<file path="src/rtl/lin_mode_pkg.sv">
package lin_mode_pkg;

    typedef enum logic [1:0] {
        MODE_OFF   = 2'b00,
        MODE_STBY  = 2'b01,
        MODE_NORM  = 2'b10,
        MODE_SLEEP = 2'b11
    } mode_t;

    typedef enum logic [1:0] {
        TERM_FLOAT = 2'b00,
        TERM_RES   = 2'b01,
        TERM_CUR   = 2'b10
    } term_t;

    typedef struct packed {
        logic  trx_en;
        logic  inh_en;
        term_t term;
    } drive_t;

    function automatic drive_t mode_drive(input mode_t m);
        drive_t d;
        d.trx_en = 1'b0;
        d.inh_en = 1'b0;
        d.term   = TERM_FLOAT;
        case (m)
            MODE_STBY: begin
                d.inh_en = 1'b1;
                d.term   = TERM_RES;
            end
            MODE_NORM: begin
                d.trx_en = 1'b1;
                d.inh_en = 1'b1;
                d.term   = TERM_RES;
            end
            MODE_SLEEP: d.term = TERM_CUR;
            default: d.term = TERM_FLOAT;
        endcase
        return d;
    endfunction

endpackage

</file>
<file path="src/rtl/lin_en_filter.sv">
module lin_en_filter #(
    parameter int   CNT_W = 8,
    parameter logic POL   = 1'b1
) (
    input  logic             clk,
    input  logic             rst,
    input  logic             active,
    input  logic             restart,
    input  logic             en_i,
    input  logic [CNT_W-1:0] limit,
    output logic             fire
);
    localparam logic [CNT_W-1:0] ONE = {{(CNT_W-1){1'b0}}, 1'b1};

    logic [CNT_W-1:0] cnt_q;
    logic [CNT_W-1:0] lim_eff;
    logic             at_level;

    assign lim_eff  = (limit == '0) ? ONE : limit;
    assign at_level = active && (en_i == POL);
    assign fire     = at_level && ({1'b0, cnt_q} + {{CNT_W{1'b0}}, 1'b1} >= {1'b0, lim_eff});

    always_ff @(posedge clk) begin
        if (rst || restart || !at_level) begin
            cnt_q <= '0;
        end else if (cnt_q != '1) begin
            cnt_q <= cnt_q + ONE;
        end
    end

endmodule

</file>
<file path="src/rtl/lin_mode_fsm.sv">
module lin_mode_fsm
    import lin_mode_pkg::*;
(
    input  logic  clk,
    input  logic  rst,
    input  logic  por_i,
    input  logic  en_i,
    input  logic  wake_i,
    input  logic  wake_local_i,
    input  logic  hi_fire,
    input  logic  lo_fire,
    output mode_t mode_q,
    output mode_t mode_nxt,
    output logic  rxd_low_q,
    output logic  txd_strong_q
);
    logic rxd_nxt;
    logic txd_nxt;

    always_comb begin
        mode_nxt = mode_q;
        rxd_nxt  = rxd_low_q;
        txd_nxt  = txd_strong_q;
        if (por_i) begin
            mode_nxt = MODE_OFF;
            rxd_nxt  = 1'b0;
            txd_nxt  = 1'b0;
        end else begin
            case (mode_q)
                MODE_OFF: begin
                    mode_nxt = MODE_STBY;
                    rxd_nxt  = 1'b0;
                    txd_nxt  = 1'b0;
                end
                MODE_STBY: begin
                    if (en_i) begin
                        rxd_nxt = 1'b0;
                        txd_nxt = 1'b0;
                    end
                    if (hi_fire) mode_nxt = MODE_NORM;
                end
                MODE_SLEEP: begin
                    if (wake_i) begin
                        mode_nxt = MODE_STBY;
                        rxd_nxt  = 1'b1;
                        txd_nxt  = wake_local_i;
                    end else if (hi_fire) begin
                        mode_nxt = MODE_NORM;
                    end
                end
                MODE_NORM: begin
                    if (!en_i && wake_i) begin
                        mode_nxt = MODE_STBY;
                        rxd_nxt  = 1'b1;
                        txd_nxt  = wake_local_i;
                    end else if (lo_fire) begin
                        mode_nxt = MODE_SLEEP;
                    end
                end
                default: mode_nxt = MODE_OFF;
            endcase
        end
    end

    always_ff @(posedge clk) begin
        if (rst) begin
            mode_q       <= MODE_OFF;
            rxd_low_q    <= 1'b0;
            txd_strong_q <= 1'b0;
        end else begin
            mode_q       <= mode_nxt;
            rxd_low_q    <= rxd_nxt;
            txd_strong_q <= txd_nxt;
        end
    end

endmodule

</file>
<file path="src/rtl/lin_mode_ctrl.sv">
module lin_mode_ctrl
    import lin_mode_pkg::*;
#(
    parameter int CNT_W = 8
) (
    input  logic             clk,
    input  logic             rst,
    input  logic             por_i,
    input  logic             en_i,
    input  logic             wake_i,
    input  logic             wake_local_i,
    input  logic [CNT_W-1:0] t_enable_i,
    input  logic [CNT_W-1:0] t_disable_i,
    output logic [1:0]       mode_o,
    output logic             trx_en_o,
    output logic             inh_en_o,
    output logic [1:0]       term_o,
    output logic             rxd_low_o,
    output logic             txd_strong_o
);
    mode_t  mode_q;
    mode_t  mode_nxt;
    logic   restart;
    logic   hi_active;
    logic   lo_active;
    logic   hi_fire;
    logic   lo_fire;
    drive_t drv;

    assign restart   = (mode_nxt != mode_q);
    assign hi_active = (mode_q == MODE_STBY) || (mode_q == MODE_SLEEP);
    assign lo_active = (mode_q == MODE_NORM);

    lin_en_filter #(.CNT_W(CNT_W), .POL(1'b1)) u_hi_filt (
        .clk(clk), .rst(rst), .active(hi_active), .restart(restart),
        .en_i(en_i), .limit(t_enable_i), .fire(hi_fire)
    );

    lin_en_filter #(.CNT_W(CNT_W), .POL(1'b0)) u_lo_filt (
        .clk(clk), .rst(rst), .active(lo_active), .restart(restart),
        .en_i(en_i), .limit(t_disable_i), .fire(lo_fire)
    );

    lin_mode_fsm u_fsm (
        .clk(clk), .rst(rst), .por_i(por_i), .en_i(en_i),
        .wake_i(wake_i), .wake_local_i(wake_local_i),
        .hi_fire(hi_fire), .lo_fire(lo_fire),
        .mode_q(mode_q), .mode_nxt(mode_nxt),
        .rxd_low_q(rxd_low_o), .txd_strong_q(txd_strong_o)
    );

    assign drv      = mode_drive(mode_q);
    assign mode_o   = mode_q;
    assign trx_en_o = drv.trx_en;
    assign inh_en_o = drv.inh_en;
    assign term_o   = drv.term;

endmodule

</file>
<file path="config.mk">
export PLATFORM = sky130hd
export DESIGN_NAME = lin_mode_ctrl
export DESIGN_NICKNAME = d
export VERILOG_FILES = /design/src/rtl/lin_mode_pkg.sv /design/src/rtl/lin_en_filter.sv /design/src/rtl/lin_mode_fsm.sv /design/src/rtl/lin_mode_ctrl.sv
export SDC_FILE = /design/constraint.sdc
export NUM_CORES = 1
export LEC_CHECK = 0
export BUFFER_PORTS_ARGS = -buffer_cell sky130_fd_sc_hd__buf_2
export CAP_MARGIN = 5
export CORE_MARGIN = 1
export CORE_UTILIZATION = 35
export CTS_CLUSTER_SIZE = 8
export DETAILED_ROUTE_END_ITERATION = 16
export SETUP_SLACK_MARGIN = 0.1
export SYNTH_ARGS = -nofsm -noshare
export SYNTH_HDL_FRONTEND = slang
export SYNTH_SLANG_ARGS = --single-unit
export TNS_END_PERCENT = 5
</file>
<file path="constraint.sdc">
create_clock -name clk -period 3.13 [get_ports clk]
set_input_delay 0.4695 -clock clk [delete_from_list [all_inputs] [get_ports clk]]
set_output_delay 0.4695 -clock clk [all_outputs]
set_load 0.01 [all_outputs]
</file>
==> parameters.txt <==
Parameter                              Value

Critical path
  Startpoint of the worst register-to-register path ... u_lo_filt.cnt_q[1]$_SDFFE_PP0P_
  CP Max Fanout ... 16
  Data required time at the worst endpoint ... 3.27 ns
  Startpoint Class ... flip-flop
  Highest cell delay on the worst timing path ... 0.41 ns
  Cell at the slowest stage of the critical path ... a32o_2
  CP Class ... reg2reg
  Origin of the worst setup path ... u_lo_filt.cnt_q[1]$_SDFFE_PP0P_
  Sort of element at the end of the critical path ... flip-flop
  Arrival time of data at the critical path endpoint ... 3.07 ns
  Cell breakdown of the critical path ... ha_1 > and3_4 > nand3_1 > xnor2_1 > ha_1 > a21oi_1 > o21ai_0 > a21oi_1 > o21ai_0 > a32o_2 > nor4_1

Clocking
  CTS Sinks ... 20
  Clock Tree Root ... clkbuf_8
  Number of clock buffers inserted by TritonCTS ... 3
  CTS Hold Buffers Added ... 0
  Clock slew seen by the registers of the worst setup and hold paths ... 0.07 ns
  Number of buffers on the longest clock path ... 2
  Source-to-sink clock delay at the later pin of the worst-skew pair ... 0.25 ns
  CTS tree ... yes
  H-tree levels ... 1

Detailed routing
  Vias per std cell ... 5.19
  Remaining design rule violation count ... 0
  Detail Route Antenna Nets ... 0
  Vias ... 1428
  Iter 0 DRT Violations ... 50
  Wirelength per Cell ... 12.6 um
  Initial DRT Pass Iterations ... 4
  Post-detailed-routing wire length ... 3470 um

STA
  Crit share post-route ... 93.7%
  Setup TNS ... 0 ns
  Post-Route Skew ... 0.00437 ns
  Final-report hold violation count ... 0
  Unrepaired setup endpoints after global routing ... true
  Slew Viols, Final ... 0
  Worst Max-Slew Pin Slew ... 0.460 ns
  Final critical path time including I/O delays and setup ... 2.93 ns
  Max-slew headroom at the worst pin ... 69.3%
  Setup Viol. Count Final ... 0
  Maximum achievable frequency ... 341 MHz

Yosys
  Number of synthesized flops with an enable pin ... 0
  Number of distinct standard cells referenced by the synthesized netlist ... 46
  Main combinational cell family by area after synthesis ... simple AND/OR/NAND/NOR gates
  Compound-Gate Fraction of Synth Area ... 18.3%
  Adder-cell share of the synthesized area ... 16.9%
  Most repeated cell in the gate-level netlist after synthesis ... ha_1
  Synth Flop Type ... dfxtp_1
  Xor/xnor share of the synthesized area ... 7.51%
  Simple-gate portion of the synthesized area ... 26.1%
  Seq/Total Area, Yosys ... 24.5%
  Count of synthesis-stage warnings from yosys ... 0
  Share of cell area taken by muxes after synthesis ... 1.23%
  Most instantiated cells after synthesis ... ha_1, nor2_1, dfxtp_1, inv_1, nor4_1
  Largest cells by area after synthesis ... dfxtp_1, ha_1, nor2_1
  Area fraction of the dominant cell type after synthesis ... 24.5%
  Post-synthesis register bit count ... 20
  Async set or reset register ratio after synthesis ... 0%
  Post-synthesis average cell area ... 8.55 um2
  Top cell type by total area after synthesis ... dfxtp_1
  Post-Syn Nets ... 235
  Mapped cell area ... 1630 um2
  Synth Instances ... 191

Flow run
  Max-cap viol count ... 0

Floorplan
  Die X-Extent ... 70.3 um
  FP Rows ... 24
  Number of ports placed on the die boundary ... 30
  Core ar. ... 4410 um2
  Die area ... 4940 um2
  Die span in y ... 70.3 um
  Effective utilization at floorplan ... 37.0%

Global routing
  First-pass GRT wire length ... 6050 um
  Total congestion overflow ... 0
  Number of antenna violations at the first check in global routing ... 0
  Number of global-route vias before repair ... 1444
  Global-route usage over all layers ... 14.9%
  Pin count of the biggest net entering global routing ... 17

Cells and area
  Fraction of layout cells with a size suffix above 1 ... 22.4%
  Antenna cell count ... 0
  Area added between synthesis and finish ... 16.9%
  Nets ... 269

Power
  P per Cell Area ... 253 nW/um2
  Total leakage power ... 0.000936 uW
  Sum of internal, switching and leakage power ... 483 uW
  Worst vdd ir ... 0.144 mV

Outcome
  Run status ... finished clean

Worst hold path
  Startpoint of the lowest-slack hold path ... rst
  Worst Hold Class ... in2reg

Place
  HPWL reported at the end of detailed placement ... 2780 um
  Final GP Congestion ... 0.801
  Buffers on Ports ... 29
## cell families (layout without fill, tap and decap cells)
logic type / count (synthesis) / after routing
compound gates: 37 / 37
xor+xnor: 14 / 14
fa+ha+maj: 22 / 22
buf+inv: 21 / 53
flops: 20 / 20
mux: 2 / 2
simple gates: 75 / 75
## routing by layer
metal  vias to the layer above  routed length (um)  track usage, %
met5                         -                   0               0
met4                         0                  34            3.33
met3                         4                 112            3.61
met2                        26                1590            25.7
met1                       646                1740            18.5
li1                        752                   -               -
## registers in the layout, summed over array words and instances (netlist names)
register and count:
u_fsm.mode_q 2, u_fsm.rxd_low_q 1, u_fsm.txd_strong_q 1, u_hi_filt.cnt_q 8
u_lo_filt.cnt_q 8
## worst max-delay path: cells and delay by family, from the launching register on
family | cells | cell delay [ns]
AOI/OAI and AO/OA | 5 | 1.04
and+or+nand+nor | 3 | 0.67
adders and majority gates | 2 | 0.50
DFF | 1 | 0.39
xor gates and xnor gates | 1 | 0.23
## layout by cell type, fill, tap and decap left out, drive strengths merged, types with 3 or more instances in the layout
| master | count |
|---|---|
| a21oi | 8 |
| nand2 | 6 |
| nand3 | 8 |
| nor3 | 8 |
| inv | 19 |
| xor2 | 7 |
| dfxtp | 20 |
| clkbuf | 3 |
| ha | 22 |
| nor4 | 11 |
| and3 | 9 |
| nor2 | 21 |
| nand2b | 3 |
| a211oi | 4 |
| o21ai | 8 |
| xnor2 | 7 |
| buf | 31 |
## area by class of cell
type | count | area (um2)
timing repair buffer | 31 | 160
inverter | 19 | 71.3
tap | 52 | 65.1
sequential | 20 | 400
clock buffer | 3 | 41.3
multi-input combinational | 150 | 1170
fill | 448 | 2510
## final timing paths
kind | slack, ns | depth (start not counted) | to
max | 0.20 | 11 | u_lo_filt.cnt_q[3]$_SDFFE_PP0P_
min | 0.42 | 2 | u_fsm.mode_q[1]$_SDFF_PP0_
max reg2reg | 0.20 | 11 | u_lo_filt.cnt_q[3]$_SDFFE_PP0P_
min reg2reg | 0.49 | 2 | u_fsm.txd_strong_q$_SDFFE_PP0P_
## stage by stage
stage               area [um2]  setup WS, ns  hold slack, ns  util [%]  instances
finish                    1910         0.198           0.418      43.2        275
CTS                       1870         0.147           0.410      42.4        274
detailed placement        1830         0.183           0.478      41.5        271
floorplan                 1630         0.405           0.499         -        191
global placement          1830         0.233           0.469      41.5        271
global route              1910       0.00238           0.415      43.2        275
## what timing repair did
item / in CTS / in global routing
gates resized for setup: 0 / 4
hold endpoints to repair: 0 / 0
setup endpoints to repair: 0 / 16
setup buffers: 0 / 1
## report_power, final
part | leakage, uW | switching [uW] | internal [uW]
Clock | 0.0000216 | 77.0 | 85.5
Sequential | 0.000161 | 2.34 | 256
Combinational | 0.000754 | 35.5 | 27.1
Total | 0.000936 | 115 | 368
Note: power is estimated with default switching activity, not from simulation.
